$ cat config.mk
export PLATFORM = sky130hd
export DESIGN_NAME = vid_region_capture
export DESIGN_NICKNAME = d
export VERILOG_FILES = /design/src/rtl/vrc_pkg.sv /design/src/rtl/vrc_code_detect.sv /design/src/rtl/vrc_region_track.sv /design/src/rtl/vrc_delay_line.sv /design/src/rtl/vid_region_capture.sv
export SDC_FILE = /design/constraint.sdc
export NUM_CORES = 1
export LEC_CHECK = 0
export ABC_AREA = 1
export BUFFER_PORTS_ARGS = -buffer_cell sky130_fd_sc_hd__buf_2
export CORE_MARGIN = 2
export CORE_UTILIZATION = 30
export CTS_CLUSTER_SIZE = 12
export DETAILED_ROUTE_END_ITERATION = 7
export RECOVER_POWER = 100
export SYNTH_ARGS = -nofsm -noshare
export SYNTH_HDL_FRONTEND = slang
export SYNTH_HIERARCHICAL = 1
export SYNTH_SLANG_ARGS = --single-unit
$ cat constraint.sdc
create_clock -name clk -period 2 [get_ports clk]
set_input_delay 0.6 -clock clk [delete_from_list [all_inputs] [get_ports clk]]
set_output_delay 0.6 -clock clk [all_outputs]
set_load 0.05 [all_outputs]
$ cat src/rtl/vrc_pkg.sv
// Shared types and constants for the region-filtering video capture.
package vrc_pkg;

    // Region selection applied by the tracker.
    typedef enum logic [1:0] {
        CAP_ALL     = 2'd0,
        CAP_ACTIVE  = 2'd1,
        CAP_VBLANK  = 2'd2,
        CAP_ALL_ALT = 2'd3
    } cap_mode_e;

    // Element-skip selection.
    typedef enum logic [1:0] {
        SKIP_NONE     = 2'd0,
        SKIP_KEEP_EVN = 2'd1,
        SKIP_KEEP_ODD = 2'd2,
        SKIP_NONE_ALT = 2'd3
    } skip_mode_e;

    // Timing-code status bits, as decoded from the fourth code byte.
    typedef struct packed {
        logic f;   // field
        logic v;   // vertical blanking
        logic h;   // 1 = end of active line, 0 = start
    } tcode_t;

    localparam logic [7:0] PRE_HI = 8'hFF;
    localparam logic [7:0] PRE_LO = 8'h00;
    // Number of preamble elements preceding the status byte.
    localparam int unsigned PRE_LEN = 3;
    // Bit positions inside the status byte.
    localparam int unsigned XY_F = 6;
    localparam int unsigned XY_V = 5;
    localparam int unsigned XY_H = 4;

endpackage

$ cat src/rtl/vrc_code_detect.sv
// Timing-code recogniser.
// Watches the low byte of each element and keeps a short history of the
// previous PRE_LEN bytes. When the history holds the preamble, the current
// byte is the status byte: hit pulses for that cycle and its bits are decoded.
// Assumes one element per clock and that FF/00 do not occur as a preamble
// pattern inside ordinary data.
module vrc_code_detect
    import vrc_pkg::*;
(
    input  logic       clk,
    input  logic       rst_n,
    input  logic [7:0] lb,
    output logic       hit,
    output tcode_t     code
);

    logic [7:0] hist_q [PRE_LEN];

    // Shift the low-byte history, newest at index 0.
    always_ff @(posedge clk) begin
        if (!rst_n) begin
            for (int i = 0; i < int'(PRE_LEN); i++) hist_q[i] <= 8'h01;
        end else begin
            hist_q[0] <= lb;
            for (int i = 1; i < int'(PRE_LEN); i++) hist_q[i] <= hist_q[i-1];
        end
    end

    // Match the oldest byte against FF and the younger ones against 00.
    always_comb begin
        hit = (hist_q[PRE_LEN-1] == PRE_HI);
        for (int i = 0; i < int'(PRE_LEN) - 1; i++) begin
            hit = hit && (hist_q[i] == PRE_LO);
        end
    end

    // Decode the status bits of the current byte.
    always_comb begin
        code.f = lb[XY_F];
        code.v = lb[XY_V];
        code.h = lb[XY_H];
    end

endmodule

$ cat src/rtl/vrc_region_track.sv
// Frame-position tracker and element classifier.
// Holds the F/V/H state of the last timing code, the column index of the
// active line, the active-line index of the field and the element parity.
// For every non-code element it decides, from the configuration, whether the
// element is kept. It also decides whether the element carries the
// start-of-field mark. A mark lost because the element later turned out to be
// a preamble byte is re-armed through killed_sof.
module vrc_region_track
    import vrc_pkg::*;
#(
    parameter int unsigned ROW_W  = 12,
    parameter int unsigned LINE_W = 11
) (
    input  logic              clk,
    input  logic              rst_n,
    input  logic              hit,
    input  tcode_t            code,
    input  logic              killed_sof,
    input  logic [1:0]        cfg_mode,
    input  logic              cfg_field_skip,
    input  logic [1:0]        cfg_elem_skip,
    input  logic [ROW_W-1:0]  cfg_row_len,
    input  logic [LINE_W-1:0] cfg_rows,
    output logic              elem_keep,
    output logic              elem_sof
);

    logic              synced_q;
    tcode_t            st_q;
    logic [ROW_W-1:0]  col_q;
    logic [LINE_W-1:0] line_q;
    logic              par_q;
    logic              pend_q;

    logic in_act, in_vbi, in_crop, reg_ok, fld_ok, par_ok, new_field;

    // Region membership of the element now at the input.
    always_comb begin
        in_act  = synced_q && !st_q.h && !st_q.v;
        in_vbi  = synced_q && st_q.v;
        in_crop = (col_q < cfg_row_len) && (line_q < cfg_rows);
    end

    // Mode-dependent region filter.
    always_comb begin
        unique case (cap_mode_e'(cfg_mode))
            CAP_ACTIVE: reg_ok = in_act && in_crop;
            CAP_VBLANK: reg_ok = in_vbi;
            default:    reg_ok = synced_q && (!in_act || in_crop);
        endcase
    end

    // Field and element-parity filters, and the final keep decision.
    always_comb begin
        fld_ok = !(cfg_field_skip && st_q.f);
        unique case (skip_mode_e'(cfg_elem_skip))
            SKIP_KEEP_EVN: par_ok = !par_q;
            SKIP_KEEP_ODD: par_ok = par_q;
            default:       par_ok = 1'b1;
        endcase
        elem_keep = !hit && reg_ok && fld_ok && par_ok;
        elem_sof  = elem_keep && pend_q;
        new_field = !synced_q || (code.f != st_q.f);
    end

    // Update position state on codes and on ordinary elements.
    always_ff @(posedge clk) begin
        if (!rst_n) begin
            synced_q <= 1'b0;
            st_q     <= '0;
            col_q    <= '0;
            line_q   <= '0;
            par_q    <= 1'b0;
            pend_q   <= 1'b0;
        end else if (hit) begin
            synced_q <= 1'b1;
            st_q     <= code;
            par_q    <= 1'b0;
            if (!code.h) col_q <= '0;
            if (code.v) begin
                line_q <= '0;
            end else if (code.h && (line_q != '1)) begin
                line_q <= line_q + 1'b1;
            end
            pend_q <= pend_q || new_field || killed_sof;
        end else begin
            if (in_act && (col_q != '1)) col_q <= col_q + 1'b1;
            par_q <= !par_q;
            if (elem_keep) pend_q <= 1'b0;
        end
    end

endmodule

$ cat src/rtl/vrc_delay_line.sv
// Hold-back pipeline.
// Elements wait PRE_LEN stages so that preamble bytes, which look like data
// until the status byte arrives, can be discarded. On kill every stage is
// invalidated and the element leaving the last stage (the first preamble
// byte) is not forwarded. The output is registered.
module vrc_delay_line #(
    parameter int unsigned DATA_W = 8,
    parameter int unsigned DEPTH  = 3
) (
    input  logic              clk,
    input  logic              rst_n,
    input  logic              kill,
    input  logic              in_keep,
    input  logic              in_sof,
    input  logic [DATA_W-1:0] in_data,
    output logic              killed_sof,
    output logic              out_valid,
    output logic              out_sof,
    output logic [DATA_W-1:0] out_data
);

    localparam int unsigned LAST = DEPTH - 1;

    logic [DEPTH-1:0]  st_v;
    logic [DEPTH-1:0]  st_s;
    logic [DATA_W-1:0] st_d [DEPTH];

    // A start-of-field mark is lost if any valid stage carrying it is killed.
    assign killed_sof = kill && |(st_v & st_s);

    // Advance the stages, or clear them on a recognised code.
    always_ff @(posedge clk) begin
        if (!rst_n) begin
            st_v <= '0;
            st_s <= '0;
            for (int i = 0; i < int'(DEPTH); i++) st_d[i] <= '0;
        end else begin
            st_v[0] <= in_keep && !kill;
            st_s[0] <= in_sof && !kill;
            st_d[0] <= in_data;
            for (int i = 1; i < int'(DEPTH); i++) begin
                st_v[i] <= st_v[i-1] && !kill;
                st_s[i] <= st_s[i-1] && !kill;
                st_d[i] <= st_d[i-1];
            end
        end
    end

    // Register the element leaving the last stage.
    always_ff @(posedge clk) begin
        if (!rst_n) begin
            out_valid <= 1'b0;
            out_sof   <= 1'b0;
            out_data  <= '0;
        end else begin
            out_valid <= st_v[LAST] && !kill;
            out_sof   <= st_v[LAST] && st_s[LAST] && !kill;
            out_data  <= st_d[LAST];
        end
    end

endmodule

$ cat src/rtl/vid_region_capture.sv
// Capture front end for video with embedded timing codes.
// Recognises codes, classifies each element by field and region, and
// forwards the selected elements with a three-edge latency. Assumes one
// element per clock on vin_data; codes are taken from the low byte.
module vid_region_capture
    import vrc_pkg::*;
#(
    parameter int unsigned DATA_W = 8,
    parameter int unsigned ROW_W  = 12,
    parameter int unsigned LINE_W = 11
) (
    input  logic              clk,
    input  logic              rst_n,
    input  logic [1:0]        cfg_mode,
    input  logic              cfg_field_skip,
    input  logic [1:0]        cfg_elem_skip,
    input  logic [ROW_W-1:0]  cfg_row_len,
    input  logic [LINE_W-1:0] cfg_rows,
    input  logic [DATA_W-1:0] vin_data,
    output logic              out_valid,
    output logic [DATA_W-1:0] out_data,
    output logic              out_sof
);

    localparam int unsigned HOLD = PRE_LEN;

    logic   code_hit;
    tcode_t code;
    logic   trk_keep;
    logic   trk_sof;
    logic   kill_sof;

    vrc_code_detect u_det (
        .clk   (clk),
        .rst_n (rst_n),
        .lb    (vin_data[7:0]),
        .hit   (code_hit),
        .code  (code)
    );

    vrc_region_track #(
        .ROW_W  (ROW_W),
        .LINE_W (LINE_W)
    ) u_trk (
        .clk            (clk),
        .rst_n          (rst_n),
        .hit            (code_hit),
        .code           (code),
        .killed_sof     (kill_sof),
        .cfg_mode       (cfg_mode),
        .cfg_field_skip (cfg_field_skip),
        .cfg_elem_skip  (cfg_elem_skip),
        .cfg_row_len    (cfg_row_len),
        .cfg_rows       (cfg_rows),
        .elem_keep      (trk_keep),
        .elem_sof       (trk_sof)
    );

    vrc_delay_line #(
        .DATA_W (DATA_W),
        .DEPTH  (HOLD)
    ) u_dly (
        .clk        (clk),
        .rst_n      (rst_n),
        .kill       (code_hit),
        .in_keep    (trk_keep),
        .in_sof     (trk_sof),
        .in_data    (vin_data),
        .killed_sof (kill_sof),
        .out_valid  (out_valid),
        .out_sof    (out_sof),
        .out_data   (out_data)
    );

endmodule

After elaboration in Yosys (flattened, before gate mapping)
Memories as Yosys holds them, arrays and structs flattened. A register that Yosys moved wholly into a read port is not among the register bits.
Index checks and enable logic that the tools add are counted.
Operators by class
  $add $sub $neg: 2
  order comparisons: 2
  eq/ne operators: 9
  muxes and demuxes: 17
  bitwise gates (word level): 8
  reduce and logical (&&, ||, !) cells: 46
Operators with widths (number)
  8-bit 2-to-1 mux: 6
  12-bit 2-to-1 mux: 3
  1-bit logical AND: 25
  11-bit 2-to-1 mux: 2
  8-bit zero test: 2
  12-bit by 1-bit adder with 12-bit output, second input constant: 1
  12-bit less-than comparator: 1
  12-bit inequality test, second input constant: 1
  11-bit by 1-bit adder with 11-bit output, second input constant: 1
  11-bit less-than comparator: 1
  11-bit inequality test, second input constant: 1
  8-bit == test, second input constant: 1
  1-bit zero test: 8
  1-bit OR: 6
  2-bit nonzero test: 3
  2-bit by 1-bit == test with 1-bit output, second input constant: 2
  2-bit == test, second input constant: 2
  1-bit logical OR: 4
  1-bit 2-to-1 mux: 4
  1-bit one-hot mux with 2 select lines: 2
  2-bit AND reduction: 2
  3-bit bitwise AND: 1
  3-bit OR reduction: 1
  2-bit inequality test, second input constant: 1
  3 further kinds: 3
Word-level totals
  bits in registers: 37
  RAM bits: 48
  input port bits: 38
  output and inout port bits: 10
  word-level logic and storage cells: 98
  memories kept: 2
Memories
  u_det.hist_q: words 3, width 8, read ports 3, clocked after memory_dff 0, write ports 3, RTL line vrc_code_detect.sv:17  | logic [7:0] hist_q [PRE_LEN];
  u_dly.st_d: words 3, width 8, read ports 3, clocked after memory_dff 1, write ports 3, RTL line vrc_delay_line.sv:26  | logic [DATA_W-1:0] st_d [DEPTH];

Logic depth before layout (Yosys ltp)
Gate-level depths: netlist of the first run.
  depth in word-level cells: 12
  mapped depth: 13
  mapped depth without buffers: 13

By module
Netlist of the first run, hierarchy kept.
By module, submodules not included
  vrc_region_track: times used 1, cells each 323, area an instance 2093.3 um^2, sequential area each 580.6 um^2
  vrc_delay_line: times used 1, cells each 131, area an instance 1172.4 um^2, sequential area each 800.8 um^2
  vrc_code_detect: times used 1, cells each 100, area an instance 793.3 um^2, sequential area each 480.5 um^2

Least setup slack after synthesis of the first run
Ideal clock, no wire load.
  kind: input to register
  start: input cfg_rows[6]
  end: register u_dly.st_s[0]
  setup time: 0.065 ns
  arrival time: 1.667 ns
  required time: 1.935 ns
  path slack: 0.268 ns
  stages on the path: 12
  buffers on the path: 0
  cells stage by stage: inv_1 > ha_1 > nand2_1 > nor2_1 > and2_1 > nand2_1 > nand3_1 > o21bai_1 > nand2_1 > nor2_1 > inv_1 > nor2_1
Between the ends
  longest elaborated chain between the ends: 10
  elaborated cells on any way between the ends: 11
  those cells by class: 1 x order compare; 1 x mux; 9 x reduce/logical
RTL lines
  start: declaration: RTL line vid_region_capture.sv:18  | input logic [LINE_W-1:0] cfg_rows,
  11-bit less-than comparator *: RTL line vrc_region_track.sv:41  | in_crop = (col_q < cfg_row_len) && (line_q < cfg_rows);
  1-bit logical AND *: RTL line vrc_region_track.sv:41
  1-bit logical OR: RTL line vrc_region_track.sv:49  | default: reg_ok = synced_q && (!in_act || in_crop);
  1-bit logical AND: RTL line vrc_region_track.sv:49
  1-bit one-hot mux with 2 select lines *: RTL line vrc_region_track.sv:46  | unique case (cap_mode_e'(cfg_mode))
  1-bit logical AND * (3 in a row): RTL line vrc_region_track.sv:61  | elem_keep = !hit && reg_ok && fld_ok && par_ok;
  1-bit logical AND *: RTL line vrc_region_track.sv:62  | elem_sof = elem_keep && pend_q;
  net trk_sof: RTL line vid_region_capture.sv:30  | logic trk_sof;
  1-bit logical AND *: RTL line vrc_delay_line.sv:39  | st_s[0] <= in_sof && !kill;
  end signal: assignment: RTL line vrc_delay_line.sv:39
  end signal: indexed assignment: RTL line vrc_delay_line.sv:43  | st_s[i] <= st_s[i-1] && !kill;
  end: declaration: RTL line vrc_delay_line.sv:25  | logic [DEPTH-1:0] st_s;
The timed path passes the listed nets; every way through them passes the cells marked *.
A chain may end at the register's enable or synchronous reset.

Worst setup path in the final report of the first run
  start: register u_trk.col_q[0]
  end: register u_trk.col_q[0]
Between the ends
  longest elaborated chain between the ends: 4
  elaborated cells on any way between the ends: 7
  those cells by class: 1 x add/sub; 1 x eq/ne; 2 x mux; 3 x reduce/logical
RTL lines
  start: declaration: RTL line vrc_region_track.sv:30  | logic [ROW_W-1:0] col_q;
  start signal: assignment: RTL line vrc_region_track.sv:87  | if (in_act && (col_q != '1)) col_q <= col_q + 1'b1;
  branches (longest 4 deep; another with 12-bit by 1-bit adder with 12-bit output)
Parallel ways; which one is timed is not known. The select of a mux whose other input is x is not followed.

==> out/metrics.cfg, run 1 <==
[timing]
worst_slack_ns = 0.235
min_period_over_period = 0.883
slew_violations = 0
final.min_clock_period_ns = 1.77
clock.fmax_mhz = 567
rsz0062_at_grt = false
slew_headroom = 0.227
finalClockSkew_ns = 0.00795
hold_viol = 0
setup_violations = 0
tightest_slew_ns = 1.16
fin_tns_setup_ns = 0

[worst_setup_path]
r2r_slack_ns = 0.23
crit_fanout = 6
crit_type = flop to flop
cp_slowest_cell = dfxtp_1
cp_slowest_stage_delay_ns = 0.40
worstPathRequired_ns = 2.23
cp.arrival_ns = 1.99
crit_buf_inv = 1
crit_start = u_trk/col_q[0]
worst-r2r-cell-count = 8
endpoint_kind = flop
start_kind = flop
r2r-start = u_trk/col_q[0]
path_cells = ha_1 -> nand3_1 -> nor3_2 -> nand4_1 -> nand3_2 -> inv_1 -> o21ai_0 -> a21oi_1
path_delay_family = simple AND/OR/NAND/NOR gates
r2r_end = u_trk/col_q[0]

[finish]
layout.nets = 667
design_area_sq_mm = 0.00474
register_area_sq_mm = 0.00186
fill_cells = 1451
drive_gt1_frac = 0.113
area_delta_synth_final_pct = 16.8
multi_input_area_sq_mm = 0.00160
final_core_util = 0.358
antenna_cells = 0

[synth]
ys_seq_area_frac = 0.459
syn_area_sq_mm = 0.00406
synthTopCellsByCount = 144 x nand2_1, 130 x inv_1, 93 x dfxtp_1
synth-seq-cells = 93
synth_fp_nets = 617
synth_edf_count = 0
synth_top_area_frac = 0.459
avgSynthCellArea_sq_um = 7.33
synth_largest_area_cell = dfxtp_1
yosys_warnings = 6
yosysMostFrequentCell = nand2_1
yosysUniqueCellTypes = 31
syn_inst = 554
ys_top_cells_by_area = dfxtp_1 46%, nand2_1 13%, inv_1 12%
ys.flop_type = dfxtp_1
async_reset_ff_frac = 0

[floorplan]
start_util = 0.307
num_rows = 42
die_y_microns = 120
ios = 48
die_area_sq_mm = 0.0145
die_x_microns = 120
core_sq_mm = 0.0132

[worst_hold_path]
whs_path_depth = 2
worstHoldStart = u_dly/st_d[1][3]
hold_path_class = flop to flop
whs_endpoint = u_dly/st_d[2][3]

[job]
cap_violations = 0

[routing]
num_vias = 3159
drtPass1Iterations = 4
wire_per_inst_microns = 9.20
ant_nets = 0
post-route-drc-count = 0
routed_wl_mm = 7.23
viasPerCell = 4.02
drt_iter0_drc = 126

[placed_design]
hpwl_mm = 5.22
placedInstanceArea_sq_mm = 0.00447
place_ws_ns = 0.0275
gp_congestion = 0.807
io_buffers = 47

[global_routing]
grt_pass1_wl_mm = 12.7
antenna_found_initial = 0
grt_pass1_vias = 2929
grt_max_degree = 63
grt-ovfl-total = 0
track_usage = 0.109

[pwr]
irDropWorstVdd_v = 0.000389
static-leakage-power_nw = 2.55
p_per_area_mw_per_mm2 = 797

[cts]
clock_sinks = 93
cts_buffers = 9
clk_pin_slew_ns = 0.07
root_buffer = clkbuf_16
cts.path.max_buffers = 2
cts_tree = done
clk_latency_ns = 0.34
htree_levels = 3

[status]
status = complete, no violations

final cells by class:
class | instances | share of cell area
timing repair buffer | 50 | 0.0539
clock buffer | 9 | 0.0475
clock inverter | 7 | 0.0161
sequential | 93 | 0.393
inverter | 132 | 0.106
multi-input combinational | 318 | 0.338
tap | 176 | 0.0465
sequential cells by signal (all words and copies together), names as in the netlist, 3 cells and up:
name,flops
u_det/hist_q,24
u_dly/out_data,8
u_dly/st_d,24
u_dly/st_s,3
u_dly/st_v,3
u_trk/col_q,12
u_trk/line_q,11
u_trk/st_q,3
routing by layer:
layer / routed length (microns) / part of all wire / GRT usage / up-vias
met1: 3630 / 0.50 / 0.136 / 1349
met4: 97 / 0.013 / 0.0501 / 0
met5: 0 / 0 / 0 / -
met3: 289 / 0.040 / 0.0245 / 6
li1: - / - / - / 1757
met2: 3210 / 0.44 / 0.179 / 47
logic make-up (layout without fill, tap and decap cells):
family                   count (synthesis)  in the layout  share of synthesized area
AND/OR/NAND/NOR                        238            238                      0.241
buffers and inverters                  143            198                      0.147
flip-flops                              93             93                      0.459
AO/OA/AOI/OAI                           52             52                     0.0697
adder cells (fa/ha/maj)                 25             25                     0.0771
XOR/XNOR                                 3              3                    0.00647
power breakdown:
| group | switching (mW) | internal [mW] | leakage [nW] |
|---|---|---|---|
| Combinational | 0.111 | 0.0693 | 1.65 |
| Clock | 0.797 | 0.891 | 0.149 |
| Sequential | 0.0149 | 1.89 | 0.758 |
| Total | 0.923 | 2.86 | 2.55 |
through the flow:
step	cells	power [mW]	hold WS, ns
floorplan	554	2.08	0.386
global placement	769	2.14	0.392
detailed placement	769	2.14	0.397
CTS	785	3.85	0.410
global route	785	3.96	0.424
finish	785	3.78	0.409
tightest hold or removal path, cell delays in order, from the launching register on:
cell     delay [ns]
dfxtp_1        0.31
nand2_1        0.04
inv_1          0.04
placed cells by master (no fill, tap or decap):
| master | n |
|---|---|
| nand4_1 | 1 |
| xnor2_1 | 1 |
| nand3_2 | 1 |
| clkinv_8 | 1 |
| nor2_2 | 5 |
| and2_1 | 1 |
| clkinv_4 | 2 |
| inv_8 | 3 |
| nor3b_1 | 1 |
| nor2_1 | 54 |
| nand3_1 | 22 |
| nand2_2 | 1 |
| o21ai_1 | 1 |
| a21oi_2 | 1 |
| o41ai_1 | 1 |
| dfxtp_1 | 93 |
| o21bai_1 | 2 |
| inv_2 | 1 |
| nand2_1 | 144 |
| xor2_1 | 2 |
| a22oi_1 | 1 |
| inv_6 | 2 |
| nor3_1 | 5 |
| nor3_2 | 1 |
| buf_4 | 1 |
| nand2_4 | 2 |
| clkbuf_2 | 1 |
| ha_1 | 25 |
| inv_1 | 130 |
| buf_12 | 1 |
| clkbuf_16 | 9 |
| o21a_1 | 2 |
| clkbuf_1 | 10 |
| a21oi_1 | 32 |
| o21ai_0 | 11 |
| buf_2 | 37 |
| a21o_1 | 1 |
worst max-delay path by stage:
stage               cells past startpoint  slack, ns         endpoint
finish                                  8       0.23   u_trk/col_q[0]
global route                           11       0.02  u_trk/line_q[2]
CTS                                    13       0.14   u_trk/col_q[8]
detailed placement                     14       0.03    u_dly/st_s[0]
global placement                       14      0.005    u_dly/st_s[0]
floorplan                              12       0.27    u_dly/st_s[0]
what timing repair did:
item / in CTS / in global routing
buffers inserted: 0 / 0
hold buffers: 0 / 0
endpoints found under the setup margin: 0 / 8
gates resized for setup: 0 / 2
Note: power is estimated with default switching activity, not from simulation.
==> run 2, diff against run 1 <==
--- a/config.mk
+++ b/config.mk
@@ -5,7 +5,6 @@
 export SDC_FILE = /design/constraint.sdc
 export NUM_CORES = 1
 export LEC_CHECK = 0
-export ABC_AREA = 1
 export BUFFER_PORTS_ARGS = -buffer_cell sky130_fd_sc_hd__buf_2
 export CORE_MARGIN = 2
 export CORE_UTILIZATION = 30
==> run 2 against run 1 <==
Effect of this change:
- the flow now finishes with violations (setup timing)
- critical endpoint is now u_trk/line_q[5]
- synthesized area down 5.6%
- critical path type unchanged
- sequential share of layout area decreased by 0.56 points
- largest cell class is now multi-input combinational cells
- die area decreased by 5.5%
- maximum frequency shrank 17%
- first-iteration DRC count decreased by 14%
- critical path depth increased by 1
- global-route usage fell by 0.054 points
- total power down 1.6%
- count of clock-buffer cells in the layout did not move
==> out/metrics.cfg, run 2 <==
[global_routing]
grt_max_degree = 59  ; -6.3%
grt_pass1_wl_mm = 11.7  ; -8.2%
antenna_found_initial = 0  ; unchanged
grt-ovfl-total = 0  ; unchanged
track_usage = 0.109  ; -0.000543
grt_pass1_vias = 2619  ; -11%

[synth]
ys.flop_type = dfxtp_1
synth_largest_area_cell = dfxtp_1
synth_edf_count = 0  ; unchanged
ys_seq_area_frac = 0.486  ; +0.0274
synth-seq-cells = 93  ; unchanged
synth_fp_nets = 452  ; -27%
ys_top_cells_by_area = dfxtp_1 49%, and2_1 8.7%, ha_1 8.2%
avgSynthCellArea_sq_um = 9.85  ; +34%
yosysUniqueCellTypes = 50  ; +61%
synthTopCellsByCount = 93 x dfxtp_1, 53 x and2_1, 35 x nor2_1
synth_top_area_frac = 0.486  ; +0.0274
yosysMostFrequentCell = dfxtp_1
syn_inst = 389  ; -30%
async_reset_ff_frac = 0  ; unchanged
syn_area_sq_mm = 0.00383  ; -5.6%
yosys_warnings = 6  ; unchanged

[finish]
layout_common_cells = 90 x dfxtp_1, 43 x and2_1, 37 x buf_2
fill_cells = 1230  ; -15%
drive_gt1_frac = 0.258  ; +0.145
antenna_cells = 0  ; unchanged
top_regs = u_det/hist_q: 24 flops, u_dly/st_d: 24 flops, u_trk/col_q: 12 flops
layout_commonest_cell = dfxtp_1
multi_input_area_sq_mm = 0.00195  ; +22%
layout.nets = 519  ; -22%
final_core_util = 0.385  ; +0.0270
area_delta_synth_final_pct = 25.8
register_area_sq_mm = 0.00187  ; +0.20%

[worst_setup_path]
cp.arrival_ns = 2.35  ; +0.36 ns
worstPathRequired_ns = 2.22  ; about the same
endpoint_kind = flop
crit_fanout = 3  ; -3
crit_type = flop to flop
start_kind = flop

[cts]
cts_tree = done
htree_levels = 3  ; unchanged
cts_buffers = 9  ; unchanged
root_buffer = clkbuf_16
clk_pin_slew_ns = 0.07  ; about the same
clk_latency_ns = 0.33  ; about the same
clock_sinks = 93  ; unchanged
cts.path.max_buffers = 2  ; unchanged

[timing]
finalClockSkew_ns = 0.00812  ; +0.000167 ns
clock.fmax_mhz = 471  ; -17%
slew_violations = 0  ; unchanged
worst_slack_ns = -0.124  ; -0.359 ns
hold_viol = 0  ; unchanged
rsz0062_at_grt = true
final.min_clock_period_ns = 2.12  ; +0.359 ns
setup_violations = 13  ; +13
tightest_slew_ns = 0.756  ; -0.404 ns
min_period_over_period = 1.06  ; +0.179
slew_headroom = 0.496  ; +0.270

[placed_design]
hpwl_mm = 5.22  ; about the same
gp_congestion = 0.793  ; -1.8%
place_ws_ns = -0.325  ; -0.353 ns
io_buffers = 47  ; unchanged

[routing]
ant_nets = 0  ; unchanged
drt_iter0_drc = 108  ; -14%
drtPass1Iterations = 4  ; unchanged
viasPerCell = 4.36  ; +8.4%
num_vias = 2761  ; -13%
routed_wl_mm = 7.12  ; -1.5%
post-route-drc-count = 0  ; unchanged
wire_per_inst_microns = 11.2  ; +22%

[worst_hold_path]
hold_path_class = flop to flop

[job]
cap_violations = 0  ; unchanged

[floorplan]
start_util = 0.306  ; -0.000523
num_rows = 41  ; -2.4%
core_sq_mm = 0.0125  ; -5.5%
die_area_sq_mm = 0.0137  ; -5.5%
die_y_microns = 117  ; -2.8%
ios = 48  ; unchanged
die_x_microns = 117  ; -2.8%

[pwr]
p_per_area_mw_per_mm2 = 772  ; -3.2%
static-leakage-power_nw = 2.04  ; -20%
irDropWorstVdd_v = 0.000418  ; +7.5%

[status]
violations = setup timing
status = complete, but fails checks

==> run 2: cell types whose count changed in the layout (fill, tap and decap cells not counted), sizes merged, moves of 17 or more <==
cell	change
a21oi	-25
and2	+62
buf	+17
inv	-105
nand2	-133
nor2	-24
==> run 2: final timing paths <==
path / start / endpoint / slack [ns] / depth (start not counted)
worst max register to register: u_det/hist_q[0][15] / u_trk/line_q[5] / -0.12 / 9
worst min-delay path: u_dly/st_d[2][3] / u_dly/out_data[3] / 0.43 / 1
worst min register to register: u_dly/st_d[2][3] / u_dly/out_data[3] / 0.43 / 1
worst max-delay path: u_det/hist_q[0][15] / u_trk/line_q[5] / -0.12 / 9
==> run 2: layout make-up <==
cell class / instances / share of cell area
Clock buffer: 9 / 0.0467
Clock inverter: 7 / 0.0143
Inverter: 28 / 0.0218
Multi-Input combinational cell: 257 / 0.405
Sequential cell: 93 / 0.387
Tap cell: 172 / 0.0447
Timing Repair Buffer: 67 / 0.0808
==> run 2: critical path, cell delays in order (launching register included) <==
cell,delay [ns]
dfxtp_2,0.33
nor4_4,0.26
nand2_1,0.12
nor4_4,0.40
o21ai_2,0.16
a41oi_4,0.20
and4_4,0.27
buf_4,0.11
xnor2_1,0.11
nor2_1,0.06
==> run 2: report_power, final <==
| group | switching [mW] | leakage [nW] | internal (mW) | total (mW) |
|---|---|---|---|---|
| Clock | 0.764 | 0.137 | 0.873 | 1.64 |
| Sequential | 0.0174 | 0.759 | 1.89 | 1.91 |
| Combinational | 0.0918 | 1.14 | 0.0789 | 0.171 |
| Total | 0.873 | 2.04 | 2.85 | 3.72 |
==> run 2: logic make-up (layout without fill, tap and decap cells) <==
| group | after synthesis | count (layout) | share of synthesized area |
|---|---|---|---|
| AND/OR/NAND/NOR | 174 | 174 | 0.271 |
| flip-flops | 93 | 93 | 0.486 |
| AO/OA/AOI/OAI | 41 | 41 | 0.0774 |
| buffers and inverters | 39 | 111 | 0.0441 |
| adder cells (fa/ha/maj) | 25 | 25 | 0.0817 |
| XOR/XNOR | 15 | 15 | 0.0343 |
| multiplexers | 2 | 2 | 0.00523 |
==> run 2: through the flow <==
step / hold slack, ns / TNS (ns) / power (mW) / instance area [sq um] / std cells
floorplan: 0.412 / -0.488 / 2.05 / 3860 / 389
global placement: 0.414 / -2.08 / 2.12 / 4380 / 613
detailed placement: 0.419 / -2.57 / 2.12 / 4380 / 613
CTS: 0.433 / -1.26 / 3.78 / 4720 / 629
global route: 0.433 / -3.97 / 3.88 / 4820 / 633
finish: 0.429 / -0.935 / 3.72 / 4820 / 633
==> run 2: layer usage <==
layer | part of all wire | track usage | routed length (microns) | vias up
met4 | 0.025 | 0.0557 | 178 | 0
met3 | 0.033 | 0.0288 | 233 | 12
met2 | 0.46 | 0.168 | 3260 | 48
li1 | - | - | - | 1430
met1 | 0.48 | 0.139 | 3440 | 1271
met5 | 0 | 0 | 0 | -
==> run 2: what timing repair did <==
action | in CTS | in global routing
hold endpoints to repair | 0 | 0
gates resized for setup | 11 | 24
buffers inserted | 0 | 4
endpoints found under the setup margin | 26 | 26
pin swaps | 14 | 15
hold buffers | 0 | 0
==> run 3, diff against run 2 <==
--- a/config.mk
+++ b/config.mk
@@ -6,10 +6,13 @@
 export NUM_CORES = 1
 export LEC_CHECK = 0
 export BUFFER_PORTS_ARGS = -buffer_cell sky130_fd_sc_hd__buf_2
+export CELL_PAD_IN_SITES_DETAIL_PLACEMENT = 1
+export CELL_PAD_IN_SITES_GLOBAL_PLACEMENT = 2
 export CORE_MARGIN = 2
 export CORE_UTILIZATION = 30
 export CTS_CLUSTER_SIZE = 12
 export DETAILED_ROUTE_END_ITERATION = 7
+export PLACE_DENSITY_LB_ADDON = 0.1
 export RECOVER_POWER = 100
 export SYNTH_ARGS = -nofsm -noshare
 export SYNTH_HDL_FRONTEND = slang
==> run 3 against run 2 <==
Effect of this change:
- the flow still finishes with violations (setup timing)
- total power grew 6.6%
- combinational power rose by 7%
- clock power rose by 13%
- sequential power is essentially flat
- via count is 2.6% higher
- register-to-register slack hardly changed
- non-clock buffer count increased by 13
- critical path type unchanged
- critical endpoint is now u_trk/line_q[9]
- largest power group unchanged
==> out/metrics.cfg, run 3 (synthesis gave the netlist of run 2 again) <==
[status]
status = complete, but fails checks
violations = setup timing

[worst_setup_path]
crit_type = flop to flop
worstPathRequired_ns = 2.23  ; about the same
crit_fanout = 4  ; +1
critPathMostFrequentCell = nor4_4
start_kind = flop
cp_slowest_cell = dfxtp_2
cp_slowest_stage_delay_ns = 0.34  ; -0.06 ns
r2r_slack_ns = -0.12  ; about the same
cp.arrival_ns = 2.35  ; about the same
path_cells = nor4_4 -> nand2_1 -> nor4_4 -> buf_6 -> o21ai_4 -> a41oi_4 -> and4_4 -> nand2_2 -> xor2_1 -> nor2_1
endpoint_kind = flop

[pwr]
p_per_area_mw_per_mm2 = 797  ; +3.2%
sw_frac_of_total = 0.212  ; -0.0231
irDropWorstVdd_v = 0.000454  ; +8.6%
switchingPower_uw = 839  ; -3.9%
pwr-share-comb = 0.046  ; about the same
clkPwrFrac = 0.471  ; +0.031
seq_power_share = 0.483  ; -0.031
internal-power_mw = 3.12  ; +9.8%
static-leakage-power_nw = 2.19  ; +7.2%
power.total_mw = 3.96  ; +6.6%

[cts]
cts_tree = done
cts_buffers = 9  ; unchanged
clock_sinks = 93  ; unchanged
cts.path.max_buffers = 2  ; unchanged
clk_pin_slew_ns = 0.07  ; about the same
clk_latency_ns = 0.34  ; about the same
root_buffer = clkbuf_16
htree_levels = 3  ; unchanged

[timing]
rsz0062_at_grt = true
setup_violations = 11  ; -2
min_period_over_period = 1.06  ; about the same
fin_tns_setup_ns = -0.635  ; +0.299 ns
worst_slack_ns = -0.123  ; +0.00133 ns
clock.fmax_mhz = 471  ; about the same
hold_viol = 0  ; unchanged
final.min_clock_period_ns = 2.12  ; -0.00133 ns
slew_headroom = 0.712  ; +0.216
finalClockSkew_ns = 0.00686  ; -0.00125 ns
slew_violations = 0  ; unchanged
tightest_slew_ns = 0.429  ; -0.326 ns

[worst_hold_path]
hold_path_class = flop to flop

[routing]
drtPass1Iterations = 4  ; unchanged
num_vias = 2833  ; +2.6%
routed_wl_mm = 8.18  ; +15%
viasPerCell = 4.39  ; +0.54%
post-route-drc-count = 0  ; unchanged
wire_per_inst_microns = 12.7  ; +13%
drt_iter0_drc = 105  ; -2.8%
ant_nets = 0  ; unchanged

[floorplan]
die_y_microns = 117  ; unchanged
die_x_microns = 117  ; unchanged
start_util = 0.306  ; unchanged
num_rows = 41  ; unchanged
die_area_sq_mm = 0.0137  ; unchanged
core_sq_mm = 0.0125  ; unchanged
ios = 48  ; unchanged

[finish]
multi_input_area_sq_mm = 0.00195  ; unchanged
drive_gt1_frac = 0.308  ; +0.0499
area_delta_synth_final_pct = 29.9
layout_commonest_cell = dfxtp_1
top_regs = u_det/hist_q: 24 flops, u_dly/st_d: 24 flops, u_trk/col_q: 12 flops
register_area_sq_mm = 0.00187  ; +0.34%
fill_cells = 1444  ; +17%
antenna_cells = 0  ; unchanged
layout.nets = 532  ; +2.5%
layout_common_cells = 85 x dfxtp_1, 53 x and2_1, 47 x buf_2

[job]
cap_violations = 0  ; unchanged

[placed_design]
gp_congestion = 0.707  ; -11%
io_buffers = 47  ; unchanged
hpwl_mm = 6.14  ; +18%

[global_routing]
grtUsageMet1 = 0.169  ; +0.0298
grt_use_met2 = 0.208  ; +0.0393
antenna_found_initial = 1  ; +1
grt_pass1_wl_mm = 13.8  ; +18%
track_usage = 0.132  ; +0.0233
grt_pass1_vias = 2896  ; +11%
grt-ovfl-total = 0  ; unchanged
grt_max_degree = 25  ; -58%
grt.busiest_layer = met2
grt_use_met3 = 0.0520  ; +0.0232

run 3: cell count changes in the layout (fill, tap and decap cells not counted), sizes merged:
cell      before  now
clkbuf        20   10
buf           56   80
clkinv         2    1
bufinv         0    2
clkinvlp       2    0
run 3: per-layer routing:
| metal | wire length, microns | share of wire |
|---|---|---|
| met5 | 13 | 0.0016 |
| met3 | 353 | 0.043 |
| met4 | 94 | 0.011 |
| met1 | 4020 | 0.49 |
| met2 | 3700 | 0.45 |
run 3: repair_timing:
item | 4_1_cts | 5_1_grt
pin swaps | 10 | 23
gates resized for setup | 9 | 34
setup endpoints to repair | 27 | 29
buffers inserted | 3 | 3
endpoints found under the hold margin | 0 | 0
hold buffers | 0 | 0
run 3: critical path, delay by kind of cell (launching register included):
family,cells,cell delay [ns]
AOI/OAI and AO/OA,2,0.26
xor gates and xnor gates,1,0.16
buffers and inverters,1,0.17
DFF,1,0.34
and+or+nand+nor,6,1.07
run 3: final timing paths:
path	end	depth (start not counted)	from
setup / recovery	u_trk/line_q[9]	10	u_det/hist_q[0][15]
hold / removal	u_dly/st_d[1][6]	1	u_dly/st_d[0][6]
setup reg to reg	u_trk/line_q[9]	10	u_det/hist_q[0][15]
hold reg to reg	u_dly/st_d[1][6]	1	u_dly/st_d[0][6]
run 3: area by class of cell:
type	instances	share of cell area
Clock buffer	10	0.0481
Clock inverter	6	0.0184
Inverter	28	0.0211
Multi-Input combinational cell	257	0.392
Sequential cell	93	0.376
Tap cell	172	0.0433
Timing Repair Buffer	80	0.101
run 3: metrics by stage:
stage | hold WS [ns] | utilization | setup WS (ns) | area (sq um) | std cells
floorplan | 0.412 | - | -0.138 | 3860 | 389
global placement | 0.416 | 0.356 | -0.281 | 4450 | 625
detailed placement | 0.421 | 0.356 | -0.343 | 4450 | 625
CTS | 0.433 | 0.387 | -0.143 | 4850 | 644
global route | 0.448 | 0.397 | -0.222 | 4970 | 646
finish | 0.430 | 0.397 | -0.123 | 4970 | 646
run 3: power groups by stage:
stage / clock [mW] / sequential, mW / combinational, mW
after CTS: 1.94 / 1.91 / 0.186
after global routing: 2.04 / 1.92 / 0.209
after detailed placement: 0 / 1.95 / 0.182
after global placement: 0 / 1.95 / 0.178
after floorplan: 0 / 1.96 / 0.0941
final: 1.86 / 1.92 / 0.183
